[config.mk]
export PLATFORM = sky130hd
export DESIGN_NAME = sensor_flag_sup
export DESIGN_NICKNAME = d
export VERILOG_FILES = /design/src/rtl/sup_pkg.sv /design/src/rtl/sup_dur_qual.sv /design/src/rtl/sup_probe_mon.sv /design/src/rtl/sensor_flag_sup.sv
export SDC_FILE = /design/constraint.sdc
export NUM_CORES = 1
export LEC_CHECK = 0
export BUFFER_PORTS_ARGS = -buffer_cell sky130_fd_sc_hd__clkbuf_2
export CORE_AREA = 10 10 87 145
export DETAILED_ROUTE_END_ITERATION = 10
export DIE_AREA = 0 0 97 155
export PLACE_DENSITY = 0.54
export SLEW_MARGIN = 25
export SYNTH_ARGS = -nofsm -noshare
export SYNTH_HDL_FRONTEND = slang
export SYNTH_SLANG_ARGS = --single-unit
[constraint.sdc]
create_clock -name clk -period 2.9 [get_ports clk]
set_clock_uncertainty 0.05 [all_clocks]
set_input_delay 0.145 -clock clk [delete_from_list [all_inputs] [get_ports clk]]
set_output_delay 0.145 -clock clk [all_outputs]
set_load 0.02 [all_outputs]
[src/rtl/sup_pkg.sv]
package sup_pkg;
    typedef enum logic [1:0] {
        S_OFF  = 2'd0,
        S_WAIT = 2'd1,
        S_QUAL = 2'd2,
        S_RUN  = 2'd3
    } sup_state_t;
endpackage

[src/rtl/sup_dur_qual.sv]
// Duration qualifier: hit goes high after the input has been true for LIM edges.
module sup_dur_qual #(
    parameter int LIM = 300
) (
    input  logic clk,
    input  logic rst_n,
    input  logic cond,
    output logic hit
);
    localparam int CW = $clog2(LIM + 1);
    localparam logic [CW-1:0] LIM_V = CW'(LIM);

    logic [CW-1:0] cnt;

    always_ff @(posedge clk or negedge rst_n) begin
        if (!rst_n) begin
            cnt <= '0;
        end else if (!cond) begin
            cnt <= '0;
        end else if (cnt != LIM_V) begin
            cnt <= cnt + 1'b1;
        end
    end

    assign hit = cond && (cnt == LIM_V);
endmodule

[src/rtl/sup_probe_mon.sv]
// Measures probe half-periods, counts consecutive good halves, flags timeout.
module sup_probe_mon #(
    parameter int HALF_MIN    = 28,
    parameter int HALF_MAX    = 3200,
    parameter int GOOD_CYCLES = 4
) (
    input  logic clk,
    input  logic rst_n,
    input  logic clr,
    input  logic probe_pol,
    output logic ready,
    output logic timeout
);
    localparam int HW = $clog2(HALF_MAX + 1);
    localparam int TARGET = 2 * GOOD_CYCLES;
    localparam int GW = $clog2(TARGET + 1);
    localparam logic [HW-1:0] HMAX_V = HW'(HALF_MAX);
    localparam logic [HW:0]   LMIN_V = (HW+1)'(HALF_MIN);
    localparam logic [HW:0]   LMAX_V = (HW+1)'(HALF_MAX);
    localparam logic [GW-1:0] TGT_V  = GW'(TARGET);

    logic          pol_q;
    logic          edge_seen;
    logic [HW-1:0] half_cnt;
    logic [HW:0]   half_len;
    logic          half_good;
    logic          seen;
    logic [GW-1:0] halves;

    assign edge_seen = probe_pol ^ pol_q;
    assign half_len  = {1'b0, half_cnt} + 1'b1;
    assign half_good = (half_len > LMIN_V) && (half_len < LMAX_V);
    assign timeout   = !edge_seen && (half_cnt >= HMAX_V);
    assign ready     = (halves == TGT_V);

    always_ff @(posedge clk or negedge rst_n) begin
        if (!rst_n) begin
            pol_q    <= 1'b0;
            half_cnt <= '0;
        end else begin
            pol_q <= probe_pol;
            if (edge_seen) begin
                half_cnt <= '0;
            end else if (half_cnt != HMAX_V) begin
                half_cnt <= half_cnt + 1'b1;
            end
        end
    end

    always_ff @(posedge clk or negedge rst_n) begin
        if (!rst_n) begin
            seen   <= 1'b0;
            halves <= '0;
        end else if (clr) begin
            seen   <= 1'b0;
            halves <= '0;
        end else if (edge_seen) begin
            if (!seen) begin
                seen   <= 1'b1;
                halves <= '0;
            end else if (!half_good) begin
                halves <= '0;
            end else if (halves != TGT_V) begin
                halves <= halves + 1'b1;
            end
        end else if (timeout) begin
            seen   <= 1'b0;
            halves <= '0;
        end
    end
endmodule

[src/rtl/sensor_flag_sup.sv]
module sensor_flag_sup
    import sup_pkg::*;
#(
    parameter int HALF_MIN    = 28,
    parameter int HALF_MAX    = 3200,
    parameter int GOOD_CYCLES = 4,
    parameter int START_DLY   = 3200,
    parameter int BROWN_LIM   = 10000,
    parameter int WIRE_LIM    = 10000,
    parameter int OVR_LIM     = 300
) (
    input  logic clk,
    input  logic rst_n,
    input  logic probe_pol,
    input  logic supply_ok,
    input  logic brownout,
    input  logic rail_near,
    input  logic coil_low,
    input  logic wb_diag_en,
    input  logic demag_busy,
    input  logic amp_sat,
    output logic err_pull,
    output logic ovr_pull,
    output logic probe_en,
    output logic drv_en,
    output logic por_req
);
    localparam int SW = $clog2(START_DLY + 1);
    localparam logic [SW-1:0] START_LAST = SW'(START_DLY - 1);

    sup_state_t state, state_nx;
    logic [SW-1:0] st_cnt;
    logic bo_long, wire_fault, probe_ready, probe_to, mon_clr, power_bad;

    sup_dur_qual #(.LIM(BROWN_LIM)) u_bo_q (
        .clk(clk), .rst_n(rst_n), .cond(brownout), .hit(bo_long));

    sup_dur_qual #(.LIM(WIRE_LIM)) u_wire_q (
        .clk(clk), .rst_n(rst_n),
        .cond(wb_diag_en && rail_near && coil_low), .hit(wire_fault));

    sup_dur_qual #(.LIM(OVR_LIM)) u_ovr_q (
        .clk(clk), .rst_n(rst_n), .cond(amp_sat), .hit(ovr_pull));

    sup_probe_mon #(
        .HALF_MIN(HALF_MIN), .HALF_MAX(HALF_MAX), .GOOD_CYCLES(GOOD_CYCLES)
    ) u_mon (
        .clk(clk), .rst_n(rst_n), .clr(mon_clr), .probe_pol(probe_pol),
        .ready(probe_ready), .timeout(probe_to));

    assign power_bad = !supply_ok || bo_long;
    assign mon_clr   = (state != S_QUAL);

    // state register
    always_ff @(posedge clk or negedge rst_n) begin
        if (!rst_n) begin
            state <= S_OFF;
        end else begin
            state <= state_nx;
        end
    end

    // start delay counter, active only in S_WAIT with demag idle
    always_ff @(posedge clk or negedge rst_n) begin
        if (!rst_n) begin
            st_cnt <= '0;
        end else if (state != S_WAIT || demag_busy) begin
            st_cnt <= '0;
        end else if (st_cnt != START_LAST) begin
            st_cnt <= st_cnt + 1'b1;
        end
    end

    // next state
    always_comb begin
        state_nx = state;
        unique case (state)
            S_OFF:  if (!power_bad) state_nx = S_WAIT;
            S_WAIT: begin
                if (power_bad)
                    state_nx = S_OFF;
                else if (!demag_busy && st_cnt == START_LAST)
                    state_nx = S_QUAL;
            end
            S_QUAL: begin
                if (power_bad)        state_nx = S_OFF;
                else if (probe_ready) state_nx = S_RUN;
            end
            S_RUN: begin
                if (power_bad)     state_nx = S_OFF;
                else if (probe_to) state_nx = S_QUAL;
            end
            default: state_nx = S_OFF;
        endcase
    end

    // outputs
    always_comb begin
        probe_en = 1'b0;
        drv_en   = 1'b0;
        unique case (state)
            S_OFF, S_WAIT: ;
            S_QUAL: probe_en = 1'b1;
            S_RUN: begin
                probe_en = 1'b1;
                drv_en   = 1'b1;
            end
            default: ;
        endcase
        err_pull = (state != S_RUN) || demag_busy || wire_fault;
        por_req  = bo_long;
    end
endmodule

[Yosys cells after proc, flatten, opt, wreduce, memory -nomap -nowiden]
Index checks and enable logic that the tools add are counted.
Word-level totals
  bits in registers: 69
  output and inout bits: 5
  logic and storage cells: 96
Cells by class
  $add $sub $neg: 7
  magnitude comparators: 3
  eq/ne operators: 25
  mux-type cells: 29
  bitwise gates (word level): 1
  reduce and logical (&&, ||, !) cells: 22
Operators by type and width (number)
  $mux W14: 4
  $mux W12: 4
  $add A14 B1 Y14 const B: 2
  $eq A14 B14 Y1 const B: 2
  $ne A14 B14 Y1 const B: 2
  $add A12 B1 Y12 const B: 2
  $mux W4: 6
  $ne A12 B12 Y1 const B: 2
  $mux W9: 2
  $mux W2: 7
  $add A12 B1 Y13 const B: 1
  $gt A13 B5 Y1 const B: 1
  $lt A13 B12 Y1 const B: 1
  $eq A12 B12 Y1 const B: 1
  $ge A12 B12 Y1 const B: 1
  $add A9 B1 Y9 const B: 1
  $eq A9 B9 Y1 const B: 1
  $ne A3 B3 Y1 const B: 3
  $ne A9 B9 Y1 const B: 1
  $logic_and A1 B1 Y1: 8
  $ne A2 B2 Y1 const B: 4
  $pmux W2 S4: 1
  $ne A2 B1 Y1 const B: 3
  $mux W1: 5
  15 further kinds: 22

[Depth between registers and ports, before layout]
Gate-level depths: netlist of run 1.
  word-level depth: 7
  depth in mapped cells: 9
  gate-level depth less buffers: 8

[Modules after synthesis]
A second synthesis of run 1 with hierarchy kept.
Second synthesis, totals
  cell total of the unflattened synthesis: 431
  area total of the unflattened synthesis: 4041.4 sq um
Modules (own cells, without submodules)
  sup_dur_qual (u_bo_q ...): times used 2, cells each 83, area an instance 782.0 sq um, seq. area each 350.3 sq um
  sup_probe_mon: times used 1, cells each 134, area an instance 1209.9 sq um, seq. area each 450.4 sq um
  sensor_flag_sup: times used 1, cells each 79, area an instance 763.2 sq um, seq. area each 350.3 sq um
  sup_dur_qual (u_ovr_q): times used 1, cells each 52, area an instance 504.2 sq um, seq. area each 225.2 sq um

[Worst setup path after synthesis of run 1]
No wires, ideal clock.
  path kind: register to register
  from: register u_mon.half_cnt[0]
  to: register u_mon.halves[3]
  data arrival time: 2109 ps
  data required time: 2774 ps
  slack: 664 ps
  stages on the path, launching flop included: 9
  clock period less this slack: 2236 ps
  cells stage by stage: dfrtp_1 -> buf_6 -> inv_1 -> ha_1 -> or4b_2 -> a21oi_1 -> nor4_2 -> or3_4 -> o21ai_1
Between the ends
  cells in the longest elaborated chain, start to end: 7
  elaborated cells on any way between the ends: 13
  those cells by class: add/sub: 1; order compare: 3; eq/ne: 1; mux: 4; reduce/logical: 4
RTL lines
  start: declaration: line sup_probe_mon.sv:24  | logic [HW-1:0] half_cnt;
  start signal: assignment: line sup_probe_mon.sv:45  | half_cnt <= half_cnt + 1'b1;
  $add A12 B1 Y13: line sup_probe_mon.sv:31  | assign half_len = {1'b0, half_cnt} + 1'b1;
  $gt A13 B5 Y1 / $lt A13 B12 Y1 (equally long branches): line sup_probe_mon.sv:32  | assign half_good = (half_len > LMIN_V) && (half_len < LMAX_V);
  $logic_and A1 B1 Y1: line sup_probe_mon.sv:32
  $mux W4: line sup_probe_mon.sv:61  | end else if (!half_good) begin
  $mux W4: line sup_probe_mon.sv:58  | if (!seen) begin
  $mux W4: line sup_probe_mon.sv:57  | end else if (edge_seen) begin
  $mux W4: line sup_probe_mon.sv:54  | end else if (clr) begin
  end signal: assignment: line sup_probe_mon.sv:64  | halves <= halves + 1'b1;
  end: declaration: line sup_probe_mon.sv:28  | logic [GW-1:0] halves;
Parallel ways exist; a longest one is shown, timed or not.
A chain may end at the register's enable or synchronous reset.

[Worst setup path after layout of run 1]
  from: register u_mon.half_cnt[0]
  to: register u_mon.halves[1]
Same word-level chain as after synthesis.

==> results.tsv, run 1 <==
stage	metric	value	unit
outcome	outcome	completed	
yosys	netlist_area	0.00377	sq mm
routing	routed_wl	7620	microns
sta	rsz0062_at_grt	no	
min_path	min_path_type	in2reg	
worst_setup_path	path_buf_inv	0	
routing	vias	2822	
die	dieArea	0.0150	sq mm
clocking	cts.sinks	69	
sta	fmax	0.402	GHz
yosys	synth-xor-area-share	11.1	%
die	start_util	36.9	%
yosys	synth-compound-area-share	7.96	%
worst_setup_path	crit_slowest_cell	dfrtp_1	
routing	drtIter0Drc	100	
sta	finalSetupTns	0	ns
die	row_count	49	
clocking	cts_made_buffers	9	
worst_setup_path	arrival	2.65	ns
die	die_h	155	microns
yosys	synthAdderAreaFrac	3.65	%
yosys	yosys_warnings	0	
power	clkPwrFrac	51.7	%
yosys	syn_nets	421	
grt	overflow	0	
yosys	synth_cells	400	
grt	grt_max_degree	26	
worst_setup_path	worstSetupPathType	reg2reg	
sta	drv_slew	0	
power	leakage	1.91	nW
layout	syn_to_final_growth	14.3	%
worst_setup_path	cp_top_family	simple AND/OR/NAND/NOR gates	
layout	n_antenna_cell	0	
grt	antenna_found_initial	0	
sta	min_period	2.49	ns
worst_setup_path	cpMostUsedCell	nor3_1	
routing	wire_per_inst	13.9	microns
worst_setup_path	path_cells	ha_1, or3_1, nor3_1, a211oi_2, nor4_2, nor3_1, a32o_1	
grt	grt_pass1_vias	2981	
routing	drtPass1Iterations	6	
yosys	synthSimpleGateAreaFrac	26.5	%
worst_setup_path	crit_required	3.07	ns
die	core	0.0102	sq mm
power	power_density	541	mW/mm^2
yosys	synth.distinct_cells	54	
layout	layout.nets	439	
worst_setup_path	critPathMaxStageDelay	0.48	ns
worst_setup_path	start_kind	flip-flop	
yosys	syn-mean-instance-area	9.43	sq um
grt	grt_pass1_wl	13600	microns
routing	drc_errors	0	
clocking	clk_path_buf_depth	2	
yosys	ys_seq_area_share	45.8	%
clocking	insertion_delay	0.33	ns
yosys	synth_seq_cells	69	
power	p_sw_share	21.7	%
placed_design	gp_congestion	0.818	
routing	routed_via_density	5.13	
sta	relSlewSlack	59.6	%
yosys	synth_top_family_by_area	simple AND/OR/NAND/NOR gates	
worst_setup_path	endpoint_kind	flip-flop	
placed_design	dpl.hpwl	5560	microns
sta	post-route-period-util	85.7	%
power	vdd_drop_max	0.000458	V
clocking	root_buffer	clkbuf_16	
power	p_switching	505	uW
sta	tightest_slew	0.604	ns
flow_run	max_cap_violations	0	
placed_design	placed_cells	530	
yosys	synth_mux_area_share	0.796	%
clocking	h-tree-depth	3	
power	p_seq_share	43.2	%
yosys	synth_flop_cell	dfrtp_1	
layout	final_cell_mix	dfrtp_1, nor2_1, nand2_1	
power	internal_power	1.83	mW
yosys	synth_edf_count	0	
grt	track_usage	10.8	%
sta	final_hold_viol_count	0	
yosys	ys_async_sr_fraction	100	%
die	num_io_pins	15	
power	comb_power_share	5.1	%
layout	drive_above_1_share	11.1	%
worst_setup_path	cp_max_fo	10	
die	die_w	97	microns
sta	setup_viol	0	
routing	ant_nets	0	
clocking	path_clk_slew	0.05	ns
placed_design	io_buffers	14	
clocking	cts_tree	built	
layout	layoutNonFillerInstCount	550	
layout	final_common_cell	dfrtp_1	
==> cell type report <==
cell class,instances,area (sq um)
fill,1005,5920
inverter,17,63.8
multi-input combinational,299,1890
sequential,69,1730
tap,127,159
timing repair buffer,22,140
clock inverter,5,82.6
clock buffer,11,253
==> per-layer routing <==
layer | vias to the layer above | share of wire [%] | track usage, %
met5 | - | 0 | 0
met4 | 0 | 3.6 | 6.99
met3 | 23 | 2.7 | 2.48
met2 | 42 | 53 | 19.1
met1 | 1348 | 40 | 11.1
li1 | 1409 | - | -
==> cell usage after synthesis, types with 9 or more instances <==
cell type  number  area share [%]
xnor2_1        26             6.0
nand2_1        31             3.1
nor3_1          9             1.2
xor2_1         22             5.1
and3_1         17             2.8
o21ai_0        12             1.6
and2_1         10             1.7
ha_1           11             3.6
inv_1          16             1.6
nand3_1        24             3.2
nor2_1         60             6.0
dfrtp_1        69              46
==> power groups by stage <==
stage               sequential [mW]  clock (mW)  combinational, mW
finish                         1.01        1.21              0.119
detailed placement             1.02           0              0.119
floorplan                      1.01           0             0.0945
global route                   1.01        1.29              0.140
CTS                            1.01        1.25              0.123
global placement               1.02           0              0.116
==> worst paths after layout <==
| path | start | end | slack, ns | cells past startpoint |
|---|---|---|---|---|
| min in group asynchronous | rst_n | u_bo_q.cnt[3] | 0.31 | 2 |
| max | u_mon.half_cnt[0] | u_mon.halves[1] | 0.41 | 7 |
| max in group asynchronous | rst_n | u_bo_q.cnt[1] | 1.73 | 3 |
| min | demag_busy | state[1] | 0.20 | 6 |
| max reg2reg | u_mon.half_cnt[0] | u_mon.halves[1] | 0.41 | 7 |
| min reg2reg | st_cnt[5] | st_cnt[5] | 0.44 | 1 |
==> stage by stage <==
step	total power, mW	setup slack, ns	instance area (sq um)	util [%]	hold slack [ns]
2_1_floorplan	1.10	0.664	3770	-	-0.201
3_3_place_gp	1.14	0.491	3940	38.5	0.144
3_5_place_dp	1.14	0.427	3940	38.5	0.150
4_1_cts	2.38	0.420	4310	42.1	0.187
5_1_grt	2.44	0.259	4310	42.1	0.227
6_report	2.33	0.414	4310	42.1	0.197
==> repair_timing <==
item / CTS / global route
buffers inserted: 0 / 0
hold buffers: 4 / 0
hold endpoints to repair: 27 / 0
resized for setup: 0 / 0
==> registers in the layout, indices dropped and copies added, names as in the netlist <==
| signal | count |
|---|---|
| u_mon.seen | 1 |
| st_cnt | 12 |
| u_mon.halves | 4 |
| u_mon.half_cnt | 12 |
| u_mon.pol_q | 1 |
| state | 2 |
| u_wire_q.cnt | 14 |
| u_bo_q.cnt | 14 |
| u_ovr_q.cnt | 9 |
==> tightest hold or removal path, stage by stage <==
cell      delay, ns
clkbuf_2       0.07
inv_1          0.04
nand2_1        0.10
nor2_1         0.06
nor2_1         0.08
nor2_1         0.04
==> logic make-up (layout without fill, tap and decap cells) <==
group | Yosys count | after routing
xor gates and xnor gates | 48 | 48
and+or+nand+nor | 193 | 193
AOI/OAI and AO/OA | 44 | 44
DFF | 69 | 69
buffers and inverters | 32 | 55
muxes | 3 | 3
adders and majority gates | 11 | 11
Power figures use the tool's default switching activity.
==> run 2, diff against run 1 <==
--- a/config.mk
+++ b/config.mk
@@ -9,6 +9,7 @@
 export CORE_AREA = 10 10 87 145
 export DETAILED_ROUTE_END_ITERATION = 10
 export DIE_AREA = 0 0 97 155
+export MAX_ROUTING_LAYER = met4
 export PLACE_DENSITY = 0.54
 export SLEW_MARGIN = 25
 export SYNTH_ARGS = -nofsm -noshare
==> results.tsv, run 2 (synthesis results as in run 1) <==
stage	metric	value	unit
outcome	outcome	completed	
layout	syn_to_final_growth	14.3	%
grt	grt_pass1_vias	2974	
placed_design	gp_congestion	0.830	
worst_setup_path	worstSetupPathType	reg2reg	
layout	layoutNonFillerInstCount	550	
die	die_w	97	microns
sta	tightest_slew	0.604	ns
power	vdd_drop_max	0.000457	V
die	num_io_pins	15	
min_path	hp-start	demag_busy	
routing	drtIter0Drc	103	
clocking	hold_buffers	4	
routing	drtPass1Iterations	4	
clocking	post_cts_buffers	0	
clocking	cts.sinks	69	
layout	top_regs	u_bo_q.cnt x14, u_wire_q.cnt x14	
min_path	min_path_type	in2reg	
worst_setup_path	cp_max_fo	10	
worst_setup_path	critPathMaxStageDelay	0.48	ns
sta	whs	0.197	ns
layout	final_common_cell	dfrtp_1	
grt	overflow	0	
min_path	holdPathEnd	state[1]	
worst_setup_path	reg2reg_depth	7	
clocking	root_buffer	clkbuf_16	
clocking	clk_path_buf_depth	2	
grt	antenna_found_initial	0	
sta	relSlewSlack	59.6	%
die	row_count	49	
min_path	hold_depth	6	
die	start_util	36.9	%
layout	n_antenna_cell	0	
sta	rsz0062_at_grt	no	
sta	min_period	2.49	ns
worst_setup_path	r2r_end	u_mon.halves[1]	
routing	ant_nets	0	
routing	routed_via_density	5.10	
placed_design	placed_cells	530	
clocking	cts_made_buffers	9	
die	core	0.0102	sq mm
layout	drive_above_1_share	11.1	%
worst_setup_path	crit_required	3.07	ns
power	power	2.33	mW
placed_design	io_buffers	14	
placed_design	dpl.hpwl	5560	microns
layout	final_cell_mix	dfrtp_1, nor2_1, nand2_1	
layout	multiInputGateArea	0.00189	sq mm
clocking	insertion_delay	0.33	ns
routing	wire_per_inst	13.8	microns
sta	drv_slew	0	
routing	vias	2805	
clocking	h-tree-depth	3	
routing	drc_errors	0	
die	dieArea	0.0150	sq mm
layout	layout.nets	439	
clocking	path_clk_slew	0.05	ns
worst_setup_path	crit_slowest_cell	dfrtp_1	
layout	nFillCells	1005	
routing	routed_wl	7590	microns
die	die_h	155	microns
worst_setup_path	path_cells	ha_1, or3_1, nor3_1, a211oi_2, nor4_2, nor3_1, a32o_1	
worst_setup_path	r2r_start	u_mon.half_cnt[0]	
grt	track_usage	11.0	%
worst_setup_path	arrival	2.65	ns
placed_design	post-place-ws	0.427	ns
grt	grt_max_degree	26	
flow_run	max_cap_violations	0	
sta	post-route-period-util	85.7	%
layout	seqCellArea	0.00173	sq mm
worst_setup_path	start_kind	flip-flop	
worst_setup_path	cpMostUsedCell	nor3_1	
sta	setup_viol	0	
worst_setup_path	endpoint_kind	flip-flop	
clocking	cts_tree	built	
power	power_density	541	mW/mm^2
clocking	cts_resized	0	
sta	finalSetupTns	0	ns
sta	worst_slack	0.415	ns
sta	fmax	0.402	GHz
power	leakage	1.91	nW
grt	grt_pass1_wl	13600	microns
sta	final_hold_viol_count	0	
worst_setup_path	reg2reg_setup_slack	0.41	ns
[run 2: cell counts in the layout (fill, tap and decap cells not counted)]
Identical to the previous run, type by type.
[run 2: worst max path at each step]
stage | startpoint | endpoint | slack, ns | depth (start not counted)
3_5_place_dp | u_mon.half_cnt[0] | u_mon.halves[1] | 0.43 | 7
6_report | u_mon.half_cnt[0] | u_mon.halves[1] | 0.41 | 7
3_3_place_gp | u_mon.half_cnt[0] | u_mon.halves[1] | 0.49 | 7
5_1_grt | u_mon.half_cnt[0] | u_mon.halves[1] | 0.26 | 7
2_1_floorplan | u_mon.half_cnt[0] | u_mon.halves[3] | 0.66 | 8
4_1_cts | u_mon.half_cnt[0] | u_mon.halves[1] | 0.42 | 7
[run 2: area by class of cell]
class / count / share of cell area [%]
flip-flops and latches: 69 / 40.0
well taps: 127 / 3.68
multi-input cells: 299 / 43.8
inverters: 17 / 1.48
repair buffers: 22 / 3.25
clock inverters: 5 / 1.91
clock buffers: 11 / 5.86
[run 2: per-layer routing]
metal | up-vias | share of wire, % | track usage, % | wire (microns)
met5 | - | 0 | - | 0
met4 | 0 | 3.3 | 6.99 | 250
met3 | 19 | 2.3 | 2.13 | 177
met2 | 42 | 53 | 19.1 | 4050
met1 | 1338 | 41 | 11.1 | 3120
li1 | 1406 | - | - | -
[run 2: stage by stage]
| stage | instance area [sq um] | utilization (%) |
|---|---|---|
| after CTS | 4310 | 42.1 |
| after global routing | 4310 | 42.1 |
| after detailed placement | 3940 | 38.5 |
| after floorplan | 3770 | - |
| after global placement | 3940 | 38.5 |
| final | 4310 | 42.1 |
[run 2: power by group]
group          switching (mW)  internal [mW]
Sequential             0.0266          0.980
Clock                   0.408          0.800
Combinational          0.0716         0.0474
Total                   0.506           1.83
[run 2: critical path, delay by kind of cell (launching register included)]
family                     cells  cell delay [ns]
DFF                            1             0.48
AOI/OAI and AO/OA              2             0.37
adders and majority gates      1             0.31
and+or+nand+nor                4             1.17
==> run 3, diff against run 2 <==
--- a/config.mk
+++ b/config.mk
@@ -7,6 +7,7 @@
 export LEC_CHECK = 0
 export BUFFER_PORTS_ARGS = -buffer_cell sky130_fd_sc_hd__clkbuf_2
 export CORE_AREA = 10 10 87 145
+export CTS_BUF_LIST = sky130_fd_sc_hd__clkbuf_4 sky130_fd_sc_hd__clkbuf_8
 export DETAILED_ROUTE_END_ITERATION = 10
 export DIE_AREA = 0 0 97 155
 export MAX_ROUTING_LAYER = met4
==> results.tsv, run 3 (synthesis results as in run 1) <==
stage	metric	value	unit
worst_setup_path	r2r_start	u_mon.half_cnt[0]	
die	die_w	97	microns
layout	final_cell_mix	dfrtp_1, nor2_1, nand2_1	
grt	overflow	0	
sta	drv_slew	0	
worst_setup_path	r2r_end	u_mon.halves[1]	
worst_setup_path	crit_required	3.09	ns
placed_design	io_buffers	14	
die	row_count	49	
routing	ant_nets	0	
die	start_util	36.9	%
worst_setup_path	critPathCapture	u_mon.halves[1]	
routing	routed_wl	7540	microns
power	internal_power	1.56	mW
placed_design	placed_cells	530	
sta	fmax	0.402	GHz
sta	finalSetupTns	0	ns
layout	top_regs	u_bo_q.cnt x14, u_wire_q.cnt x14	
power	power	2.03	mW
sta	relSlewSlack	59.3	%
die	num_io_pins	15	
layout	drive_above_1_share	11.1	%
outcome	outcome	completed	
placed_design	gp_congestion	0.830	
grt	grt_pass1_wl	13500	microns
layout	n_antenna_cell	0	
power	clkPwrFrac	44.6	%
routing	drtPass1Iterations	4	
clocking	post_cts_buffers	0	
worst_setup_path	endpoint_kind	flip-flop	
clocking	cts.sinks	69	
power	p_seq_share	49.5	%
routing	drtIter0Drc	124	
sta	final_hold_viol_count	0	
clocking	cts_made_buffers	9	
power	comb_power_share	5.9	%
layout	layout.nets	439	
power	vdd_drop_max	0.000421	V
min_path	min_path_type	in2reg	
worst_setup_path	start_kind	flip-flop	
routing	routed_via_density	5.11	
power	p_sw_share	23.2	%
worst_setup_path	worstSetupPathType	reg2reg	
layout	layoutNonFillerInstCount	550	
die	dieArea	0.0150	sq mm
die	die_h	155	microns
die	core	0.0102	sq mm
routing	drc_errors	0	
grt	antenna_found_initial	0	
power	p_switching	472	uW
layout	syn_to_final_growth	11.6	%
routing	vias	2808	
worst_setup_path	cp_max_fo	10	
worst_setup_path	crit_start	u_mon.half_cnt[0]	
placed_design	post-place-ws	0.427	ns
sta	worst_slack	0.410	ns
power	leakage	1.86	nW
clocking	clk_path_buf_depth	2	
sta	rsz0062_at_grt	no	
sta	tightest_slew	0.611	ns
sta	post-route-period-util	85.9	%
placed_design	dpl_cell_area	0.00394	sq mm
worst_setup_path	reg2reg_depth	7	
grt	grt_pass1_vias	2973	
grt	track_usage	10.9	%
clocking	insertion_delay	0.35	ns
routing	wire_per_inst	13.7	microns
min_path	hold_depth	2	
clocking	path_clk_slew	0.07	ns
sta	min_period	2.49	ns
placed_design	dpl.hpwl	5560	microns
flow_run	max_cap_violations	0	
layout	final_common_cell	dfrtp_1	
worst_setup_path	arrival	2.68	ns
clocking	cts_tree	built	
clocking	root_buffer	clkbuf_8	
worst_setup_path	reg2reg_setup_slack	0.41	ns
layout	design_area	0.00421	sq mm
clocking	h-tree-depth	3	
power	power_density	482	mW/mm^2
sta	setup_viol	0	
grt	grt_max_degree	26	
==> run 3: changes by cell type in the layout (fill, tap and decap cells not counted) <==
cell | previous run | this run
clkbuf_16 | 9 | 0
clkbuf_8 | 2 | 11
==> run 3: repair_timing <==
item	CTS	global route
endpoints found under the hold margin	27	0
gates resized for setup	0	0
hold buffers	4	0
==> run 3: worst min-delay path by stage <==
stage | to | from
6_report | u_bo_q.cnt[12] | brownout
5_1_grt | u_bo_q.cnt[12] | brownout
4_1_cts | u_bo_q.cnt[12] | brownout
3_5_place_dp | u_mon.half_cnt[3] | rst_n
3_3_place_gp | u_mon.half_cnt[3] | rst_n
2_1_floorplan | st_cnt[0] | rst_n
==> run 3: area by class of cell <==
| cell class | instances | area, sq um |
|---|---|---|
| fill | 1021 | 6030 |
| multi-input combinational | 299 | 1890 |
| sequential | 69 | 1730 |
| tap | 127 | 159 |
| clock buffer | 11 | 151 |
| timing repair buffer | 22 | 140 |
| clock inverter | 5 | 82.6 |
| inverter | 17 | 63.8 |
==> run 3: power by group through the flow <==
stage / combinational (mW) / sequential (mW) / clock, mW
finish: 0.119 / 1.01 / 0.906
global route: 0.140 / 1.01 / 0.981
global placement: 0.116 / 1.02 / 0
detailed placement: 0.119 / 1.02 / 0
CTS: 0.124 / 1.00 / 0.942
floorplan: 0.0945 / 1.01 / 0
==> run 3: per-layer routing <==
layer | vias up | wire length (microns) | GRT usage (%)
li1 | 1402 | - | -
met1 | 1335 | 3110 | 11.0
met2 | 51 | 3940 | 19.0
met3 | 20 | 219 | 2.35
met4 | 0 | 272 | 6.56
met5 | - | 0 | -
==> run 3: through the flow <==
step / utilization, % / hold WS, ns
after floorplan: - / -0.201
after global placement: 38.5 / 0.144
after detailed placement: 38.5 / 0.150
after CTS: 41.1 / 0.156
after global routing: 41.1 / 0.195
final: 41.1 / 0.175
==> run 3: critical path, stage by stage, from the launching register on <==
cell,delay [ns]
dfrtp_1,0.49
ha_1,0.31
or3_1,0.38
nor3_1,0.19
a211oi_2,0.09
nor4_2,0.44
nor3_1,0.16
a32o_1,0.28
